[src/rtl/tsa_pkg.sv]
package tsa_pkg;
  localparam int OPW = 8;
  localparam int ACCW = 16;

  typedef struct packed {
    logic       clr;      // clear every accumulator and skew stage
    logic       feed;     // pass port operands into the skew lines
    logic       acc;      // in-place multiply-accumulate phase
    logic       red;      // cross-tier reduction step
    logic [7:0] redTier;  // tier that adds the sum from above
    logic       drain;    // bottom tier presents a row
    logic [7:0] drainRow; // row being presented
  } ctrlStrobe_t;
endpackage

[src/rtl/tsa_mac.sv]
module tsa_mac
  import tsa_pkg::*;
(
  input  logic            clk,
  input  logic            rstN,
  input  logic            clr,
  input  logic            accEn,
  input  logic            redEn,
  input  logic [OPW-1:0]  aLeft,
  input  logic [OPW-1:0]  bTop,
  input  logic [ACCW-1:0] sumAbove,
  output logic [OPW-1:0]  aOut,
  output logic [OPW-1:0]  bOut,
  output logic [ACCW-1:0] acc
);
  logic signed [ACCW-1:0] prod;
  assign prod = ACCW'($signed(aLeft) * $signed(bTop));

  always_ff @(posedge clk) begin
    if (!rstN || clr) begin
      aOut <= '0;
      bOut <= '0;
      acc  <= '0;
    end else begin
      aOut <= aLeft;
      bOut <= bTop;
      if (redEn)      acc <= acc + sumAbove;
      else if (accEn) acc <= acc + prod;
    end
  end

  // without a strobe the accumulator holds its value
  p_acc_hold_r8: assert property (@(posedge clk) disable iff (!rstN)
    (!clr && !accEn && !redEn) |=> $stable(acc));
endmodule

[src/rtl/tsa_ctrl.sv]
module tsa_ctrl
  import tsa_pkg::*;
#(
  parameter int TIERS  = 2,
  parameter int ROWS   = 2,
  parameter int COLS   = 2,
  parameter int KSLICE = 3
) (
  input  logic        clk,
  input  logic        rstN,
  input  logic        start,
  output ctrlStrobe_t st,
  output logic        done
);
  localparam int ACC_CYC = KSLICE + ROWS + COLS - 2;

  typedef enum logic [2:0] {S_IDLE, S_ACC, S_RED, S_DRAIN, S_DONE} state_t;
  state_t state;
  logic [15:0] cnt;
  logic        idle;

  assign idle = (state == S_IDLE) || (state == S_DONE);

  always_ff @(posedge clk) begin
    if (!rstN) begin
      state <= S_IDLE;
      cnt   <= '0;
    end else begin
      case (state)
        S_IDLE, S_DONE: if (start) begin
          state <= S_ACC;
          cnt   <= '0;
        end
        S_ACC: if (int'(cnt) == ACC_CYC - 1) begin
          cnt   <= '0;
          state <= (TIERS > 1) ? S_RED : S_DRAIN;
        end else cnt <= cnt + 16'd1;
        S_RED: if (int'(cnt) == TIERS - 2) begin
          cnt   <= '0;
          state <= S_DRAIN;
        end else cnt <= cnt + 16'd1;
        S_DRAIN: if (int'(cnt) == ROWS - 1) begin
          cnt   <= '0;
          state <= S_DONE;
        end else cnt <= cnt + 16'd1;
        default: state <= S_IDLE;
      endcase
    end
  end

  always_comb begin
    st          = '0;
    st.clr      = idle && start;
    st.acc      = (state == S_ACC);
    st.feed     = (state == S_ACC) && (int'(cnt) < KSLICE);
    st.red      = (state == S_RED);
    st.redTier  = cnt[7:0] + 8'd1;
    st.drain    = (state == S_DRAIN);
    st.drainRow = cnt[7:0];
  end

  assign done = (state == S_DONE);

  // done and valid output are never high together
  p_done_excl_r6: assert property (@(posedge clk) disable iff (!rstN)
    !(done && st.drain));
  // done only rises right after a presented row
  p_done_after_row_r6: assert property (@(posedge clk) disable iff (!rstN)
    $rose(done) |-> $past(st.drain));
  // start during accumulation keeps the count advancing
  p_busy_start_r7: assert property (@(posedge clk) disable iff (!rstN)
    (state == S_ACC && int'(cnt) < ACC_CYC - 1 && start)
      |=> (state == S_ACC && cnt == $past(cnt) + 16'd1));
  // drain is entered only from reduction or accumulation
  p_drain_entry_r4: assert property (@(posedge clk) disable iff (!rstN)
    $rose(st.drain) |-> $past(state == S_RED || state == S_ACC));
endmodule

[src/rtl/tsa_datapath.sv]
module tsa_datapath
  import tsa_pkg::*;
#(
  parameter int TIERS  = 2,
  parameter int ROWS   = 2,
  parameter int COLS   = 2
) (
  input  logic                        clk,
  input  logic                        rstN,
  input  ctrlStrobe_t                 st,
  input  logic [TIERS*ROWS*OPW-1:0]   aIn,
  input  logic [TIERS*COLS*OPW-1:0]   bIn,
  output logic [COLS*ACCW-1:0]        outRow
);
  localparam int RW = (ROWS > 1) ? $clog2(ROWS) : 1;

  logic [OPW-1:0]  aEdge  [TIERS][ROWS];
  logic [OPW-1:0]  bEdge  [TIERS][COLS];
  logic [OPW-1:0]  aReg   [TIERS][ROWS][COLS];
  logic [OPW-1:0]  bReg   [TIERS][ROWS][COLS];
  logic [ACCW-1:0] accArr [TIERS][ROWS][COLS];

  for (genvar t = 0; t < TIERS; t++) begin : gTier
    // Left-edge skew: row i delayed by i cycles
    for (genvar i = 0; i < ROWS; i++) begin : gASkew
      logic [OPW-1:0] aSrc;
      assign aSrc = st.feed ? aIn[(t*ROWS+i)*OPW +: OPW] : '0;
      if (i == 0) begin : gNoDly
        assign aEdge[t][i] = aSrc;
      end else begin : gDly
        logic [OPW-1:0] pipe [i];
        always_ff @(posedge clk) begin
          if (!rstN || st.clr) begin
            for (int d = 0; d < i; d++) pipe[d] <= '0;
          end else begin
            pipe[0] <= aSrc;
            for (int d = 1; d < i; d++) pipe[d] <= pipe[d-1];
          end
        end
        assign aEdge[t][i] = pipe[i-1];
      end
    end
    // Top-edge skew: column j delayed by j cycles
    for (genvar j = 0; j < COLS; j++) begin : gBSkew
      logic [OPW-1:0] bSrc;
      assign bSrc = st.feed ? bIn[(t*COLS+j)*OPW +: OPW] : '0;
      if (j == 0) begin : gNoDly
        assign bEdge[t][j] = bSrc;
      end else begin : gDly
        logic [OPW-1:0] pipe [j];
        always_ff @(posedge clk) begin
          if (!rstN || st.clr) begin
            for (int d = 0; d < j; d++) pipe[d] <= '0;
          end else begin
            pipe[0] <= bSrc;
            for (int d = 1; d < j; d++) pipe[d] <= pipe[d-1];
          end
        end
        assign bEdge[t][j] = pipe[j-1];
      end
    end

    logic redHere;
    assign redHere = st.red && (int'(st.redTier) == t);

    for (genvar i = 0; i < ROWS; i++) begin : gRow
      for (genvar j = 0; j < COLS; j++) begin : gCol
        logic [OPW-1:0]  aL;
        logic [OPW-1:0]  bT;
        logic [ACCW-1:0] sumUp;
        assign aL = (j == 0) ? aEdge[t][i] : aReg[t][i][(j == 0) ? 0 : j-1];
        assign bT = (i == 0) ? bEdge[t][j] : bReg[t][(i == 0) ? 0 : i-1][j];
        assign sumUp = (t == 0) ? '0 : accArr[(t == 0) ? 0 : t-1][i][j];
        tsa_mac u_mac (
          .clk(clk), .rstN(rstN), .clr(st.clr), .accEn(st.acc),
          .redEn(redHere), .aLeft(aL), .bTop(bT), .sumAbove(sumUp),
          .aOut(aReg[t][i][j]), .bOut(bReg[t][i][j]), .acc(accArr[t][i][j])
        );
      end
    end
  end

  for (genvar j = 0; j < COLS; j++) begin : gOut
    assign outRow[j*ACCW +: ACCW] =
      st.drain ? accArr[TIERS-1][st.drainRow[RW-1:0]][j] : '0;
    // the bottom tier is frozen while rows are being presented
    p_drain_stable_r5: assert property (@(posedge clk) disable iff (!rstN)
      st.drain |=> $stable(accArr[TIERS-1][0][j]));
  end

  // reduction targets only tiers below the top
  p_red_tier_r2: assert property (@(posedge clk) disable iff (!rstN)
    st.red |-> (int'(st.redTier) >= 1 && int'(st.redTier) < TIERS));
endmodule

[src/rtl/tiered_systolic_top.sv]
module tiered_systolic_top
  import tsa_pkg::*;
#(
  parameter int TIERS  = 2,
  parameter int ROWS   = 2,
  parameter int COLS   = 2,
  parameter int KSLICE = 3
) (
  input  logic                        clk,
  input  logic                        rstN,
  input  logic                        start,
  input  logic [TIERS*ROWS*OPW-1:0]   aIn,
  input  logic [TIERS*COLS*OPW-1:0]   bIn,
  output logic                        outVld,
  output logic [COLS*ACCW-1:0]        outRow,
  output logic                        done
);
  ctrlStrobe_t st;

  tsa_ctrl #(.TIERS(TIERS), .ROWS(ROWS), .COLS(COLS), .KSLICE(KSLICE)) u_ctrl (
    .clk(clk), .rstN(rstN), .start(start), .st(st), .done(done)
  );

  tsa_datapath #(.TIERS(TIERS), .ROWS(ROWS), .COLS(COLS)) u_dp (
    .clk(clk), .rstN(rstN), .st(st), .aIn(aIn), .bIn(bIn), .outRow(outRow)
  );

  assign outVld = st.drain;

  // nothing is presented in the cycle after reset
  p_reset_quiet_r1: assert property (@(posedge clk)
    $past(!rstN) |-> (!outVld && !done));
endmodule

[config.mk]
export PLATFORM = sky130hd
export DESIGN_NAME = tiered_systolic_top
export DESIGN_NICKNAME = d
export VERILOG_FILES = /design/src/rtl/tsa_pkg.sv /design/src/rtl/tsa_mac.sv /design/src/rtl/tsa_ctrl.sv /design/src/rtl/tsa_datapath.sv /design/src/rtl/tiered_systolic_top.sv
export SDC_FILE = /design/constraint.sdc
export NUM_CORES = 2
export LEC_CHECK = 0
export ABC_AREA = 1
export ABC_CLOCK_PERIOD_IN_PS = 7830
export BUFFER_PORTS_ARGS = -buffer_cell sky130_fd_sc_hd__buf_2
export CAP_MARGIN = 20
export CORE_MARGIN = 1.5
export CORE_UTILIZATION = 30
export DETAILED_ROUTE_END_ITERATION = 8
export PLACE_DENSITY = 0.53
export SLEW_MARGIN = 20
export SYNTH_ARGS = -nofsm -noshare
export SYNTH_HDL_FRONTEND = slang
export SYNTH_SLANG_ARGS = --single-unit
[constraint.sdc]
create_clock -name clk -period 7.83 [get_ports clk]
set_input_delay 0.783 -clock clk [delete_from_list [all_inputs] [get_ports clk]]
set_output_delay 0.783 -clock clk [all_outputs]
set_load 0.05 [all_outputs]
Word level (Yosys, flattened, before mapping):

Memories as Yosys holds them, arrays and structs flattened.
Index checks and enable logic that the tools add are counted.

* bits of input ports: 67
* register bits after elaboration: 211
* word-level logic and storage cells: 121
* output and inout port bits: 34
* ROM bits: 0
* memories: 4
* latch bits: 0
* memory bits (writable): 32

* equality and inequality tests: 11
* muxes and demuxes: 42
* reduce and logical (&&, ||, !) cells: 20
* bitwise operators: 2
* $lt $le $gt $ge: 2
* multipliers: 8
* shifts and indexed selects: 0
* add/sub/neg operators: 14
* divide/modulo/power cells: 0

Memory list
* u_dp.gTier[0].gASkew[1].gDly.pipe: depth 1, bits a word 8, rd ports 1, clocked after memory_dff 0, write ports 1, line tsa_datapath.sv:31 `logic [OPW-1:0] pipe [i];`
* u_dp.gTier[0].gBSkew[1].gDly.pipe: depth 1, bits a word 8, rd ports 1, clocked after memory_dff 0, write ports 1, line tsa_datapath.sv:50 `logic [OPW-1:0] pipe [j];`
* u_dp.gTier[1].gASkew[1].gDly.pipe: depth 1, bits a word 8, rd ports 1, clocked after memory_dff 0, write ports 1, line tsa_datapath.sv:31
* u_dp.gTier[1].gBSkew[1].gDly.pipe: depth 1, bits a word 8, rd ports 1, clocked after memory_dff 0, write ports 1, line tsa_datapath.sv:50

Operators by type and width (number)
* $mux W16: 14
* $add A16 B16 Y16: 12
* $mul A8 B8 Y16: 8
* $mux W32: 3
* $mux W8: 12
* $pmux W16 S4: 1
* $reduce_or A8 Y1: 4
* $add A16 B1 Y16 const B: 1
* $eq A16 B2 Y1 const B: 1
* $eq A16 B4 Y1 const B: 1
* $logic_not A16 Y1: 1
* $lt A16 B2 Y1 const B: 1
* $mux W3: 4
* $pmux W3 S4: 1
* $add A8 B1 Y8 const B: 1
* $eq A8 B2 Y1 const B: 1
* $logic_not A8 Y1: 1
* $mux W1: 7
* $eq A3 B2 Y1 const B: 2
* $ne A2 B2 Y1 const B: 3
* $logic_and A1 B1 Y1: 4
* $reduce_and A2 Y1: 2
* $reduce_and A4 Y1: 1
* $reduce_bool A4 Y1: 1
* other kinds (11): 12

Longest topological paths before layout:

* word-level depth: 7
* depth in mapped cells: 32
* depth with buffers taken out: 32

By module:

Synthesis repeated with hierarchy kept, for this count alone.

* cells, all modules: 6086
* area, all modules: 43689.4 µm²

Modules (own cells, without submodules)
* tsa_mac at u_dp.gTier[0].gRow[1].gCol[0].u_mac ...: seq. area each 640.6 µm², cells each 703, instances 3, area each 5072.4 µm²
* tsa_mac at u_dp.gTier[0].gRow[0].gCol[0].u_mac ...: seq. area each 640.6 µm², cells each 660, instances 2, area each 5006.1 µm²
* tsa_mac at u_dp.gTier[1].gRow[1].gCol[1].u_mac: seq. area each 640.6 µm², cells each 717, instances 1, area each 5141.2 µm²
* tsa_mac at u_dp.gTier[1].gRow[0].gCol[1].u_mac: seq. area each 640.6 µm², cells each 720, instances 1, area each 5134.9 µm²
* tsa_mac at u_dp.gTier[1].gRow[1].gCol[0].u_mac: seq. area each 640.6 µm², cells each 716, instances 1, area each 5117.4 µm²
* tsa_datapath: seq. area each 640.6 µm², cells each 286, instances 1, area each 1719.1 µm²
* tsa_ctrl: seq. area each 380.4 µm², cells each 218, instances 1, area each 1347.5 µm²

Worst setup path before layout:

No wires, ideal clock.

* kind: reg2reg
* start point: register u_ctrl.cnt[0]
* end point: register u_dp.gTier[1].gRow[0].gCol[0].u_mac.acc[12]
* stages on the path, launching flop included: 25
* buffers on the path: 1
* data arrival time: 5.875 ns
* library setup time: 0.113 ns
* period minus slack after synthesis: 5.988 ns
* setup slack: 1.842 ns
* data required time: 7.717 ns
* cells stage by stage: dfxtp_1 -> ha_1 -> or2_1 -> nor3_2 -> buf_4 -> nand2_1 -> nor2_1 -> inv_1 -> fa_1 -> inv_1 -> fa_1 -> fa_1 -> fa_1 -> inv_1 -> fa_1 -> inv_1 -> ha_1 -> a21oi_1 -> o21ai_0 -> a21oi_1 -> o21ai_0 -> nand2_1 -> nand3_1 -> nand3_1 -> nor2_1

* cells in the longest elaborated chain, start to end: 7
* elaborated cells between the ends (all ways): 12
* those cells by class: add/sub: 2; mul: 1; order compare: 1; eq/ne: 1; mux: 4; reduce/logical: 3

Ends and longest elaborated chain
* from (decl): line tsa_ctrl.sv:19 `logic [15:0] cnt;`
* from (signal assigned): line tsa_ctrl.sv:37 `end else cnt <= cnt + 16'd1;`
* from (signal assigned): line tsa_ctrl.sv:41 `end else cnt <= cnt + 16'd1;`
* from (signal assigned): line tsa_ctrl.sv:45 `end else cnt <= cnt + 16'd1;`
* $lt A16 B2 Y1: line tsa_ctrl.sv:55 `st.feed = (state == S_ACC) && (int'(cnt) < KSLICE);`
* $logic_and A1 B1 Y1: line tsa_ctrl.sv:55
* $mux W8, on equally long branches: line tsa_datapath.sv:27, tsa_datapath.sv:46
* $mul A8 B8 Y16: line tsa_mac.sv:17 `assign prod = ACCW'($signed(aLeft) * $signed(bTop));`
* $add A16 B16 Y16: line tsa_mac.sv:28 `else if (accEn) acc <= acc + prod;`
* $mux W16: line tsa_mac.sv:28
* $mux W16: line tsa_mac.sv:27 `if (redEn) acc <= acc + sumAbove;`
* to (signal assigned): line tsa_mac.sv:27
* to (signal assigned): line tsa_mac.sv:28
* to (decl): line tsa_mac.sv:14 `output logic [ACCW-1:0] acc`

Parallel ways exist; a longest one is shown, timed or not. The select of a mux whose other input is x is not followed.
A chain may end at the register's enable or synchronous reset.

Worst setup path in the final report:

Ends and elaborated chain as after synthesis.

==> results.md <==
- MaxCap Viol Count: 0
- Die W: 355 um
- Critical Path Start: u_ctrl.cnt[0]
- Critical path launch point type: flip-flop
- First-pass GRT wire length: 168000 um
- Clock Skew: 0.0310 ns
- Top_reg_cell synth: dfxtp_1
- Flop pwr share: 23.0%
- Setup total negative slack: 0 ns
- Fin crit share: 86.0%
- Kind of critical path: reg -> reg
- Net Sw Frac: 49.7%
- Slew margin rel.: about 23%
- Worst VDD drop: 117 uV
- Post-synthesis net count: 5946
- Buffers added on ports: 100
- Clk sinks: 243
- Hold path depth: 3
- Post-route antenna net violation count: 0
- Worst-path fanout max: 25
- Initial Utilization: a little under a third
- Die H: approximately 350 um
- Worst slew pin tran: between 1 and 1.5 ns
- Die area: 0.126 sq mm
- Post-synth ARST share: 0%
- Num CTS Buffers: 35
- Hold Path Origin: bIn[30]
- Post-CTS Setup Inserts: 0
- Post-synth top area share: roughly 30%
- Final setup fails: 0
- DRC viols: 0
- GPL Wtd Cong: 0.866
- Clk root buf: clkbuf_16
- Status: finished clean
- Final hold vios: 0
- Fmax achieved: between 0.1 and 0.15 GHz
- Post-cts repair resize count: 0
- Post-layout util: roughly a third
- GRT Resource Usage Total: 16.8%
- Nets: 5933
- Sw power: between 3 and 4 mW
- IO Count: 101
- Leakage: 22.0 nW
- Share of layout cells above drive strength 1: under 10%
- Pin count of the biggest net entering global routing: 82
- Post-Route WL: 103000 um
- Via Count: 29836
- Design internal power: 3.97 mW
- Tmin final: 6.73 ns
- Hold-fix buffers, CTS: 0
- EDFF count, synth: 0
- 1st-iter DRT viols: 1629
- Reg-to-reg critical path startpoint: u_ctrl.cnt[0]
- Sequential area share after synthesis: 13.1%
- Gr ovfl total: 0
- 1st-pass router iterations: 7
- Clk_lat worst skew: 0.57 ns
- Clk pwr share: between 20% and 30%
- #FFs+latches synth: 243
- Multi-input logic area: 0.0270 sq mm
- CTS H-tree depth: 2
- Synth unique cells: 45
- Clk pin slew, worst setup/hold paths: 0.07 ns
- Vias in the first global route: 30435
- Largest cells by area after synthesis: fa_1 31%, dfxtp_1 13%, inv_1 12%
- Post-synth top area cell: fa_1
- CP required: 8.28 ns
- Post-DP HPWL: 86200 um
- Initial antenna violation count: 3
- P&R area growth vs syn: 8.56%
- Synth Instances: 4948
- RSZ-0062 raised after global routing: false
- Cell Pwr Density: approximately 200 mW/mm^2
- Cells on worst reg2reg path: 24
- Crit path arrival time: about 7.2 ns
- Yosys warns: 0
- Reg2reg setup slack: 1.10 ns
- CTS max path bufs: 3
- # rows: around 130
- Hold WC Path Type: in -> reg
- DR vias/cell: between 4 and 5
- # fillers: 13216
- Routed len/inst: 15.6 um
- Worst Setup End Kind: flip-flop
- Max Slew Vio Count: 0
- Core area: between 0.1 and 0.15 sq mm
- Synthesized area: 0.0371 sq mm
- Comb pwr share: 56.2%
- CTS tree: built
- Syn Area/Cell: 7.51 sq um
- Reg area: 0.00487 sq mm
## routing by layer
layer,up-vias,global-route usage (%),wire length [um]
li1,14795,-,-
met1,14384,23.7,49000
met2,555,27.0,46300
met3,102,2.20,5000
met4,0,4.07,2360
met5,-,0,0
## worst max-delay path, stage by stage (launching register included)
cell	delay, ns
dfxtp_2	0.30
buf_4	0.13
ha_1	0.20
or2_1	0.25
nor3_2	0.73
inv_2	0.51
nor2_1	0.37
nand2_1	0.13
fa_1	0.52
fa_1	0.54
inv_1	0.05
fa_1	0.45
fa_1	0.49
inv_1	0.05
fa_1	0.50
inv_1	0.04
ha_1	0.35
a21oi_1	0.23
o21ai_0	0.13
a21oi_1	0.24
o21ai_0	0.11
nand2_1	0.07
nand3_1	0.07
nand3_1	0.09
nor2_1	0.06
## logic make-up after synthesis
group | count (synthesis) | synth area share [%]
AO/OA/AOI/OAI | 538 | 7.77
AND/OR/NAND/NOR | 1695 | 18.7
flip-flops | 243 | 13.1
XOR/XNOR | 133 | 3.14
adder cells (fa/ha/maj) | 931 | 42.9
buffers and inverters | 1408 | 14.3
## sequential cells by signal, indices dropped and copies added, names as in the netlist
register and cells:
u_dp.gTier.gRow.gCol.u_mac.bOut 32, u_ctrl.cnt 16, u_dp.gTier.gRow.gCol.u_mac.acc 128, u_dp.gTier.gRow.gCol.u_mac.aOut 32, u_dp.gTier.gASkew.gDly.pipe 16, u_ctrl.state 3, u_dp.gTier.gBSkew.gDly.pipe 16
## worst paths after layout
kind | to
max reg2reg | u_dp.gTier[1].gRow[0].gCol[0].u_mac.acc[12]
min reg2reg | u_ctrl.cnt[15]
max | u_dp.gTier[1].gRow[0].gCol[0].u_mac.acc[12]
min | u_dp.gTier[1].gBSkew[1].gDly.pipe[0][6]
## cells in the final DEF (no fill, tap or decap), types with 3 or more instances in the layout
cell           n
a21boi_0       6
a21o_1        12
a21oi_1      235
a22oi_1        5
a31oi_1       13
buf_2        100
buf_4         17
clkbuf_1       4
clkbuf_16     37
clkbuf_8       5
clkinv_2       5
clkinvlp_4     5
dfxtp_1      242
fa_1         572
ha_1         359
inv_1       1229
inv_2          9
inv_6          3
nand2_1     1015
nand2_4        4
nand2b_1       3
nand3_1      198
nand3b_1      21
nand4_1       17
nor2_1       340
nor2_2         8
nor3_1        38
nor4_1         3
o211ai_1      13
o21a_1         6
o21ai_0      215
o21bai_1      18
o22ai_1        7
o31ai_1        3
or2_2         40
xnor2_1       53
xor2_1        80
## power groups by stage
stage | registers (mW) | logic [mW] | clock network (mW)
global route | 1.84 | 5.17 | 1.73
detailed placement | 1.85 | 4.45 | 0
floorplan | 1.59 | 3.38 | 0
CTS | 1.82 | 4.50 | 1.69
global placement | 1.84 | 4.44 | 0
finish | 1.81 | 4.44 | 1.64
## synth_stat cells, types with 21 or more instances
| cell type | n |
|---|---|
| ha_1 | 359 |
| nor2_1 | 340 |
| dfxtp_1 | 243 |
| o21ai_0 | 215 |
| nand3b_1 | 21 |
| a21oi_1 | 235 |
| nand2_1 | 1017 |
| or2_2 | 40 |
| xnor2_1 | 53 |
| inv_1 | 1229 |
| nand3_1 | 198 |
| nor3_1 | 38 |
| clkbuf_1 | 140 |
| xor2_1 | 80 |
| fa_1 | 572 |
## per-stage QoR
stage / setup WS [ns] / std cells / hold slack [ns] / instance area, sq um / total power [mW]
6_report: 1.10 / 6586 / 0.426 / 40300 / 7.89
5_1_grt: 0.680 / 6584 / 0.418 / 40300 / 8.73
4_1_cts: 1.05 / 6584 / 0.388 / 40300 / 8.02
3_5_place_dp: 1.06 / 6523 / 0.458 / 39200 / 6.30
3_3_place_gp: 1.20 / 6523 / 0.455 / 39200 / 6.29
2_1_floorplan: 1.84 / 4948 / 0.444 / 37100 / 4.97
## layout make-up
type	count	area share (%)
multi-input combinational	3297	66.9
sequential	243	12.1
inverter	1241	11.6
tap	1625	5.04
clock buffer	46	2.50
timing repair buffer	117	1.56
clock inverter	15	0.379
antenna	2	0.0124
Note: power is estimated with default switching activity, not from simulation.
